File: config.mk
export PLATFORM = sky130hd
export DESIGN_NAME = bank_select_reg
export DESIGN_NICKNAME = d
export VERILOG_FILES = /design/src/rtl/bank_sel_pkg.sv /design/src/rtl/bank_sel_ctrl.sv /design/src/rtl/bank_sel_dp.sv /design/src/rtl/bank_select_reg.sv
export SDC_FILE = /design/constraint.sdc
export NUM_CORES = 1
export LEC_CHECK = 0
export CAP_MARGIN = 20
export CORE_MARGIN = 10
export CORE_UTILIZATION = 23
export CTS_CLUSTER_DIAMETER = 120
export DETAILED_ROUTE_END_ITERATION = 8
export GPL_ROUTABILITY_DRIVEN = 0
export PLACE_DENSITY_LB_ADDON = 0.15
export SLEW_MARGIN = 10
export SYNTH_ARGS = -nofsm -noshare
export SYNTH_HDL_FRONTEND = slang
export SYNTH_HIERARCHICAL = 1
export SYNTH_SLANG_ARGS = --single-unit
File: constraint.sdc
create_clock -name clk -period 1.1 [get_ports clk]
set_input_delay 0.11 -clock clk [delete_from_list [all_inputs] [get_ports clk]]
set_output_delay 0.11 -clock clk [all_outputs]
set_load 0.005 [all_outputs]
File: src/rtl/bank_sel_pkg.sv
package bank_sel_pkg;
  // Strobes from the control decoder to the page datapath
  typedef struct packed {
    logic clearAll;  // bus init: page to 0, banked mode
    logic loadPage;  // take new page, banked mode
    logic goFlat;    // restore value written: flat mode
  } bankStrobe_t;
endpackage

File: src/rtl/bank_sel_ctrl.sv
module bank_sel_ctrl
  import bank_sel_pkg::*;
#(
  parameter int ADDR_W = 22,
  parameter int DATA_W = 16,
  parameter int PAGE_W = 3,
  parameter int PAGE_LSB = 5,
  parameter logic [ADDR_W-1:0] BANK_ADDR = 22'h3FE0A0,
  parameter logic [DATA_W-1:0] RESTORE_CODE = 16'o000040
) (
  input  logic              clk,
  input  logic              rstN,
  input  logic              busInit,
  input  logic              wrStb,
  input  logic              rdStb,
  input  logic [ADDR_W-1:0] wrAddr,
  input  logic [DATA_W-1:0] wrData,
  input  logic              replyStrap,
  input  logic              bankEn,
  output bankStrobe_t       strb,
  output logic [PAGE_W-1:0] pageIn,
  output logic              replyReq
);
  logic addrHit;
  logic regWrite;
  logic isRestore;
  logic replyQ;

  assign addrHit   = (wrAddr == BANK_ADDR);
  assign regWrite  = wrStb && !rdStb && bankEn && addrHit && !busInit;
  assign isRestore = (wrData == RESTORE_CODE);
  assign pageIn    = wrData[PAGE_LSB +: PAGE_W];

  always_comb begin
    strb          = '0;
    strb.clearAll = busInit;
    strb.loadPage = regWrite && !isRestore;
    strb.goFlat   = regWrite && isRestore;
  end

  always_ff @(posedge clk or negedge rstN) begin
    if (!rstN)        replyQ <= 1'b0;
    else if (busInit) replyQ <= 1'b0;
    else              replyQ <= regWrite && replyStrap;
  end

  assign replyReq = replyQ;

  // a reply only follows a cycle where this board held the strap
  p_reply_strap_r3: assert property (@(posedge clk) disable iff (!rstN)
    replyReq |-> $past(replyStrap));
  // a read cycle never draws a reply
  p_read_silent_r2: assert property (@(posedge clk) disable iff (!rstN)
    $past(rdStb) |-> !replyReq);
  // other addresses never draw a reply
  p_other_addr_r8: assert property (@(posedge clk) disable iff (!rstN)
    $past(wrAddr != BANK_ADDR) |-> !replyReq);
endmodule

File: src/rtl/bank_sel_dp.sv
module bank_sel_dp
  import bank_sel_pkg::*;
#(
  parameter int PAGE_W = 3
) (
  input  logic              clk,
  input  logic              rstN,
  input  bankStrobe_t       strb,
  input  logic [PAGE_W-1:0] pageIn,
  input  logic [PAGE_W-1:0] strapPage,
  input  logic              bankEn,
  output logic [PAGE_W-1:0] pageOut,
  output logic              bankActive
);
  logic [PAGE_W-1:0] pageQ;
  logic              flatQ;

  always_ff @(posedge clk or negedge rstN) begin
    if (!rstN) begin
      pageQ <= '0;
      flatQ <= 1'b0;
    end else if (strb.clearAll) begin
      pageQ <= '0;
      flatQ <= 1'b0;
    end else if (strb.loadPage) begin
      pageQ <= pageIn;
      flatQ <= 1'b0;
    end else if (strb.goFlat) begin
      flatQ <= 1'b1;
    end
  end

  assign pageOut    = pageQ;
  assign bankActive = !bankEn || flatQ || (pageQ == strapPage);

  // a load strobe puts the offered page in the register
  p_load_page_r1: assert property (@(posedge clk) disable iff (!rstN)
    $past(strb.loadPage && !strb.clearAll) |-> (pageQ == $past(pageIn)));
  // bus init leaves page 0 in banked mode
  p_init_clear_r6: assert property (@(posedge clk) disable iff (!rstN)
    $past(strb.clearAll) |-> (pageQ == '0 && !flatQ));
  // flat-mode entry keeps the page
  p_flat_keep_r5: assert property (@(posedge clk) disable iff (!rstN)
    $past(strb.goFlat && !strb.clearAll) |-> (flatQ && $stable(pageQ)));
endmodule

File: src/rtl/bank_select_reg.sv
module bank_select_reg
  import bank_sel_pkg::*;
#(
  parameter int ADDR_W = 22,
  parameter int DATA_W = 16,
  parameter int PAGE_W = 3,
  parameter int PAGE_LSB = 5,
  parameter logic [ADDR_W-1:0] BANK_ADDR = 22'h3FE0A0,
  parameter logic [DATA_W-1:0] RESTORE_CODE = 16'o000040
) (
  input  logic              clk,
  input  logic              rstN,
  input  logic              busInit,
  input  logic              wrStb,
  input  logic              rdStb,
  input  logic [ADDR_W-1:0] wrAddr,
  input  logic [DATA_W-1:0] wrData,
  input  logic [PAGE_W-1:0] strapPage,
  input  logic              replyStrap,
  input  logic              bankEn,
  output logic              bankActive,
  output logic              replyReq,
  output logic [PAGE_W-1:0] latchedPage
);
  bankStrobe_t       strb;
  logic [PAGE_W-1:0] pageIn;

  bank_sel_ctrl #(
    .ADDR_W(ADDR_W), .DATA_W(DATA_W), .PAGE_W(PAGE_W), .PAGE_LSB(PAGE_LSB),
    .BANK_ADDR(BANK_ADDR), .RESTORE_CODE(RESTORE_CODE)
  ) i_ctrl (
    .clk(clk), .rstN(rstN), .busInit(busInit), .wrStb(wrStb), .rdStb(rdStb),
    .wrAddr(wrAddr), .wrData(wrData), .replyStrap(replyStrap), .bankEn(bankEn),
    .strb(strb), .pageIn(pageIn), .replyReq(replyReq)
  );

  bank_sel_dp #(.PAGE_W(PAGE_W)) i_dp (
    .clk(clk), .rstN(rstN), .strb(strb), .pageIn(pageIn),
    .strapPage(strapPage), .bankEn(bankEn),
    .pageOut(latchedPage), .bankActive(bankActive)
  );

  // with banking off and no init, the page never moves
  p_disabled_hold_r7: assert property (@(posedge clk) disable iff (!rstN)
    $past(!bankEn && !busInit) |-> $stable(latchedPage));
endmodule

==> results.ini, run 1 <==
[outcome]
status = finished, violations left
failed_checks = setup timing

[place]
dp_hpwl_um = 1750
placed_cell_area_um2 = 958
pre_cts_ws_ns = -0.807
io_buffers = 52

[clocking]
cts_htree_levels = 1
clk_path_buf_depth = 2
cts-hold-fix-buffers = 0
cts_root_buf = clkbuf_4
cts-buffers-inserted = 3
cts_tree = built
cts.sinks = 5
path_clk_slew_ns = 0.04
clk_latency_ns = 0.25

[timing]
fmax_mhz = 774
slew_violations = 0
timing.final.ws_setup_ns = -0.192
finalCriticalPeriod_ns = 1.29
tightest_slew_ns = 0.294
timing.hold.ws_ns = 0.0985
clock_skew_ns = 0
hold_viol = 0
setup_viol = 5
rsz0062_at_grt = true
slew_headroom_pct = 80.4
post-route-period-util_pct = 117

[synthesis]
synth.cell_area_um2 = 374
netlist_instances = 40
synth_warnings = 6
syn_nets = 88
yosys_register_bits = 5
synth_edf_count = 0
synth_ff_type = dfrtp_1
synthDistinctLibCells = 15
synthArstFlopShare_pct = 100
avgSynthCellArea_um2 = 9.35
yosysSeqAreaShare_pct = 33.4

[route]
num_vias = 570
first_pass_iters = 3
wirelength_um = 1990
ant_nets = 0
avgRoutedWirePerCell_um = 16.6
drc = 0
drtIter0Drc = 8
via_per_inst = 4.75

[setup_path]
worst-path-max-fanout = 2
crit_buf_inv = 1
crit_type = reg2out
cp_top_family = flip-flops
reg2regPathDepth = 3
reg2reg_from = i_dp/pageOut[1]
timing.reg2reg.setup_slack_ns = 0.28
crit_path_top_delay_cell = dfrtp_1
r2r-end = i_dp/pageOut[1]
critPathMaxStageDelay_ns = 0.38
start_kind = flop
crit_required_ns = 0.99
arrival_ns = 1.18
crit_chain = xor2_1 > o311ai_1 > buf_2
worstSetupEndpointType = output pin

[grt]
grt_use_met1_pct = 11.6
gr-total-overflow = 0
grt.total_usage_pct = 11.0
gr-max-usage-layer = met2
antenna_found_initial = 0
grt_pass1_vias = 627
use_met2_pct = 17.8
grtUsageMet3_pct = 5.22
grt_max_degree = 6
grt_pass1_wl_um = 2990

[finish]
seq_area_um2 = 125
nNetsFinal = 153
final_area_um2 = 967
multi_input_area_um2 = 275
antennaDiodeCount = 0
synthToLayoutAreaGrowth_pct = 159
drive_gt1_share_pct = 43.3
n_fill_cell = 142

[pwr]
p_leak_nw = 0.449
power.density_nw_per_um2 = 596
vdd_drop_max_mv = 0.405

[floorplanning]
initial_utilization_pct = 24.5
die_h_um = 60.3
io_pins = 53
die_w_um = 60.3
fp-row-count = 14
die_area_um2 = 3640
core_area_um2 = 1520

[min_path]
hp-class = in2async

[job]
maxCapViolCount = 0

==> timing repair <==
| action | CTS | global route |
|---|---|---|
| resized for setup | 103 | 15 |
| setup buffers | 3 | 2 |
| setup endpoints to repair | 10 | 6 |
| pin swaps | 16 | 12 |
==> synth_stat cells (all sizes together) (2+ instances only) <==
cell	count	area [um^2]
dfrtp	5	125
nor2	5	18.8
buf	4	30.0
nor4	4	25.0
mux2i	3	30.0
nand4	3	18.8
nor3	3	15.0
xor2	3	26.3
inv	2	7.51
nand4b	2	17.5
nor4b	2	17.5
==> flip-flops by register name, indices dropped and copies added, names as in the netlist <==
register / cells
i_ctrl/replyReq: 1
i_dp/flatQ: 1
i_dp/pageOut: 3
==> how the worst max path moves through the flow <==
stage / start / end / slack, ns / cells past startpoint
floorplan: wrAddr[12] / i_dp/pageOut[0] / -0.19 / 5
global placement: bankEn / i_dp/pageOut[1] / -0.70 / 6
detailed placement: bankEn / i_dp/pageOut[0] / -0.81 / 6
CTS: i_dp/pageOut[0] / bankActive / -0.21 / 3
global route: i_dp/pageOut[0] / bankActive / -0.24 / 3
finish: i_dp/pageOut[0] / bankActive / -0.19 / 3
==> cell families after synthesis <==
logic type,count (synthesis),share of synthesized area (%)
and+or+nand+nor,22,39.1
DFF,5,33.4
AOI/OAI and AO/OA,1,2.34
buffers and inverters,6,10.0
xor gates and xnor gates,3,7.02
muxes,3,8.03
==> routing by layer <==
layer	share of wire, %	up-vias
met4	1.5	0
met2	46	39
met1	39	249
met3	13	3
met5	0	-
li1	-	279
==> per-stage QoR <==
step           cells  setup TNS, ns  util (%)  total power, mW
6_report         120         -0.649      63.5            0.576
3_3_place_gp     113          -3.60      62.9            0.396
5_1_grt          120         -0.920      63.5            0.608
2_1_floorplan     40         -0.617         -            0.216
4_1_cts          119         -0.599      62.2            0.582
3_5_place_dp     113          -4.12      62.9            0.399
==> power by group <==
group          switching (mW)  internal, mW
combinational          0.0518         0.124
sequential      0.00000000177         0.185
clock                  0.0786         0.137
==> layout by cell type (no fill, tap or decap) <==
| cell | netlist | routed |
|---|---|---|
| clkdlybuf4s15_1 | 0 | 11 |
| mux2i_1 | 3 | 3 |
| buf_4 | 4 | 11 |
| o311ai_1 | 1 | 1 |
| buf_6 | 0 | 3 |
| xor2_1 | 3 | 3 |
| dfrtp_1 | 5 | 5 |
| nor3_2 | 0 | 1 |
| clkbuf_1 | 0 | 1 |
| inv_1 | 2 | 2 |
| nor3b_4 | 0 | 1 |
| nor4_2 | 0 | 4 |
| clkdlybuf4s15_2 | 0 | 1 |
| nor4bb_2 | 0 | 1 |
| dlygate4sd2_1 | 0 | 16 |
| buf_2 | 0 | 14 |
| nand4_1 | 3 | 3 |
| clkbuf_2 | 0 | 3 |
| nor4b_4 | 0 | 1 |
| clkdlybuf4s50_1 | 0 | 5 |
| nor2_1 | 5 | 5 |
| clkbuf_4 | 0 | 3 |
| or3_4 | 1 | 1 |
| nor3_1 | 3 | 2 |
| nor4b_2 | 0 | 1 |
| nand4b_1 | 2 | 2 |
==> cell type report <==
type / count / area share, %
Timing Repair Buffer: 64 / 53.0
Multi-Input combinational cell: 29 / 28.5
Sequential cell: 5 / 12.9
Clock buffer: 4 / 2.72
Tap cell: 16 / 2.07
Inverter: 2 / 0.776
No activity file was read; power rests on OpenSTA's default activity.
==> run 2: changes to the inputs <==
--- a/config.mk
+++ b/config.mk
@@ -8,6 +8,7 @@
 export CAP_MARGIN = 20
 export CORE_MARGIN = 10
 export CORE_UTILIZATION = 23
+export CTS_BUF_LIST = sky130_fd_sc_hd__clkbuf_16
 export CTS_CLUSTER_DIAMETER = 120
 export DETAILED_ROUTE_END_ITERATION = 8
 export GPL_ROUTABILITY_DRIVEN = 0
==> run 2 against run 1 <==
The run still ends with setup timing left. Die area did not move. Sequential power barely moved. Maximum frequency rose by 1.5%. Global-route usage is 0.25 points lower. Combinational power about the same. Non-clock buffer count grew 1. Count of clock-buffer cells in the layout decreased by 1. Cell count is 0.83% higher. Setup slack gained 0.019 ns. Worst hold slack better by 0.025 ns. Sequential cell count unchanged. Total power rose by 64%. Critical path type unchanged. Largest cell class unchanged.
==> results.ini, run 2 (synthesis gave the netlist of run 1 again) <==
[route]
via_per_inst = 4.64  ; -2.2%
avgRoutedWirePerCell_um = 16.4  ; -1.0%
first_pass_iters = 2  ; -1
ant_nets = 0  ; unchanged
drc = 0  ; unchanged
wirelength_um = 1980  ; -0.20%
num_vias = 562  ; -1.4%
drtIter0Drc = 3  ; -5

[floorplanning]
fp-row-count = 14  ; unchanged
die_area_um2 = 3640  ; unchanged
die_w_um = 60.3  ; unchanged
io_pins = 53  ; unchanged
initial_utilization_pct = 24.5  ; unchanged
die_h_um = 60.3  ; unchanged
core_area_um2 = 1520  ; unchanged

[grt]
grt_pass1_vias = 634  ; +1.1%
antenna_found_initial = 0  ; unchanged
grt.total_usage_pct = 10.7  ; -0.25 points
grt_pass1_wl_um = 2990  ; +0.23%
gr-total-overflow = 0  ; unchanged
grt_max_degree = 6  ; unchanged

[finish]
layout_common_cells = 21 x dlygate4sd2_1, 13 x buf_2, 12 x buf_4
synthToLayoutAreaGrowth_pct = 175
mostFrequentLayoutCell = dlygate4sd2_1
drive_gt1_share_pct = 40.0  ; -3.3 points
antennaDiodeCount = 0  ; unchanged
nNetsFinal = 154  ; +0.65%
largest_reg_flops = 3  ; unchanged

[timing]
timing.hold.ws_ns = 0.123  ; +0.0247 ns
slew_headroom_pct = 81.5  ; +1.1 points
finalCriticalPeriod_ns = 1.27  ; -0.0187 ns
post-route-period-util_pct = 116  ; -1.7 points
setup_viol = 5  ; unchanged
fmax_mhz = 785  ; +1.5%
clock_skew_ns = 0  ; unchanged
timing.final.ws_setup_ns = -0.173  ; +0.0187 ns
tightest_slew_ns = 0.277  ; -0.0171 ns
hold_viol = 0  ; unchanged
rsz0062_at_grt = true
slew_violations = 0  ; unchanged

[setup_path]
crit_type = reg2out
crit_chain = xor2_1 > o311ai_1 > buf_2
crit_buf_inv = 1  ; unchanged
start_kind = flop
cp_top_family = flip-flops
crit_required_ns = 0.99  ; about the same
worst-path-max-fanout = 2  ; unchanged
r2r-end = i_dp/pageOut[0]
reg2regPathDepth = 4  ; +1
arrival_ns = 1.16  ; -0.02 ns
worstSetupEndpointType = output pin
critPathMaxStageDelay_ns = 0.39  ; about the same
crit_path_top_delay_cell = dfrtp_1
reg2reg_from = i_dp/pageOut[0]
timing.reg2reg.setup_slack_ns = 0.18  ; -0.10 ns

[outcome]
status = finished, violations left
failed_checks = setup timing

[clocking]
clk_path_buf_depth = 2  ; unchanged
cts_htree_levels = 1  ; unchanged
cts_root_buf = clkbuf_16
clk_latency_ns = 0.22  ; -0.03 ns
cts.sinks = 5  ; unchanged
cts-buffers-inserted = 3  ; unchanged
path_clk_slew_ns = 0.03  ; about the same
cts_tree = built
cts-hold-fix-buffers = 0  ; unchanged

[pwr]
vdd_drop_max_mv = 0.907  ; +120%
power.density_nw_per_um2 = 916  ; +54%
p_leak_nw = 0.489  ; +8.9%

[place]
pre_cts_ws_ns = -0.807  ; unchanged
dp_hpwl_um = 1750  ; unchanged
io_buffers = 52  ; unchanged

[job]
maxCapViolCount = 0  ; unchanged

[min_path]
hp-class = in2async

[run 2: changes by cell type in the layout (fill, tap and decap cells not counted), moves of 2 or more]
| cell | before | now |
|---|---|---|
| clkdlybuf4s15_1 | 11 | 9 |
| dlygate4sd2_1 | 16 | 21 |
| clkbuf_16 | 0 | 3 |
| clkbuf_2 | 3 | 1 |
| clkbuf_4 | 3 | 0 |
[run 2: how the worst max path moves through the flow]
| stage | to | cells after the start | from |
|---|---|---|---|
| 5_1_grt | i_dp/pageOut[2] | 6 | busInit |
| 2_1_floorplan | i_dp/pageOut[0] | 5 | wrAddr[12] |
| 6_report | bankActive | 3 | i_dp/pageOut[0] |
| 3_3_place_gp | i_dp/pageOut[1] | 6 | bankEn |
| 4_1_cts | bankActive | 3 | i_dp/pageOut[0] |
| 3_5_place_dp | i_dp/pageOut[0] | 6 | bankEn |
[run 2: layout make-up]
type	count	area [um^2]
Clock buffer	3	75.1
Clock inverter	1	3.75
Fill cell	135	494
Inverter	2	7.51
Multi-Input combinational cell	29	269
Sequential cell	5	125
Tap cell	16	20.0
Timing Repair Buffer	65	529
[run 2: report_power, final]
part	total (mW)	internal (mW)	leakage [nW]	switching (mW)
registers	0.185	0.185	0.0699	0.00000000180
clock network	0.583	0.470	0.0423	0.113
logic	0.175	0.124	0.377	0.0508
[run 2: timing repair]
item                       CTS  global route
cloned                       0             0
setup endpoints to repair   10             7
setup buffers                3             1
pin swaps                   17             4
gates resized for setup    104             6
[run 2: metrics by stage]
stage / instance area [um^2] / setup TNS [ns] / util [%] / total power, mW / std cells
6_report: 1030 / -0.724 / 67.6 / 0.943 / 121
5_1_grt: 1030 / -0.990 / 67.6 / 0.973 / 121
4_1_cts: 1010 / -0.666 / 66.2 / 0.953 / 120
3_5_place_dp: 958 / -4.12 / 62.9 / 0.399 / 113
3_3_place_gp: 958 / -3.60 / 62.9 / 0.396 / 113
2_1_floorplan: 380 / -0.617 / - / 0.216 / 40
[run 2: metal layers]
metal	routed length, um	share of wire, %	global-route usage (%)	vias to the layer above
met5	0	0	0	-
met4	0	0	3.85	0
met3	242	12	5.22	0
met2	937	47	17.6	36
met1	805	41	11.8	247
li1	-	-	-	279
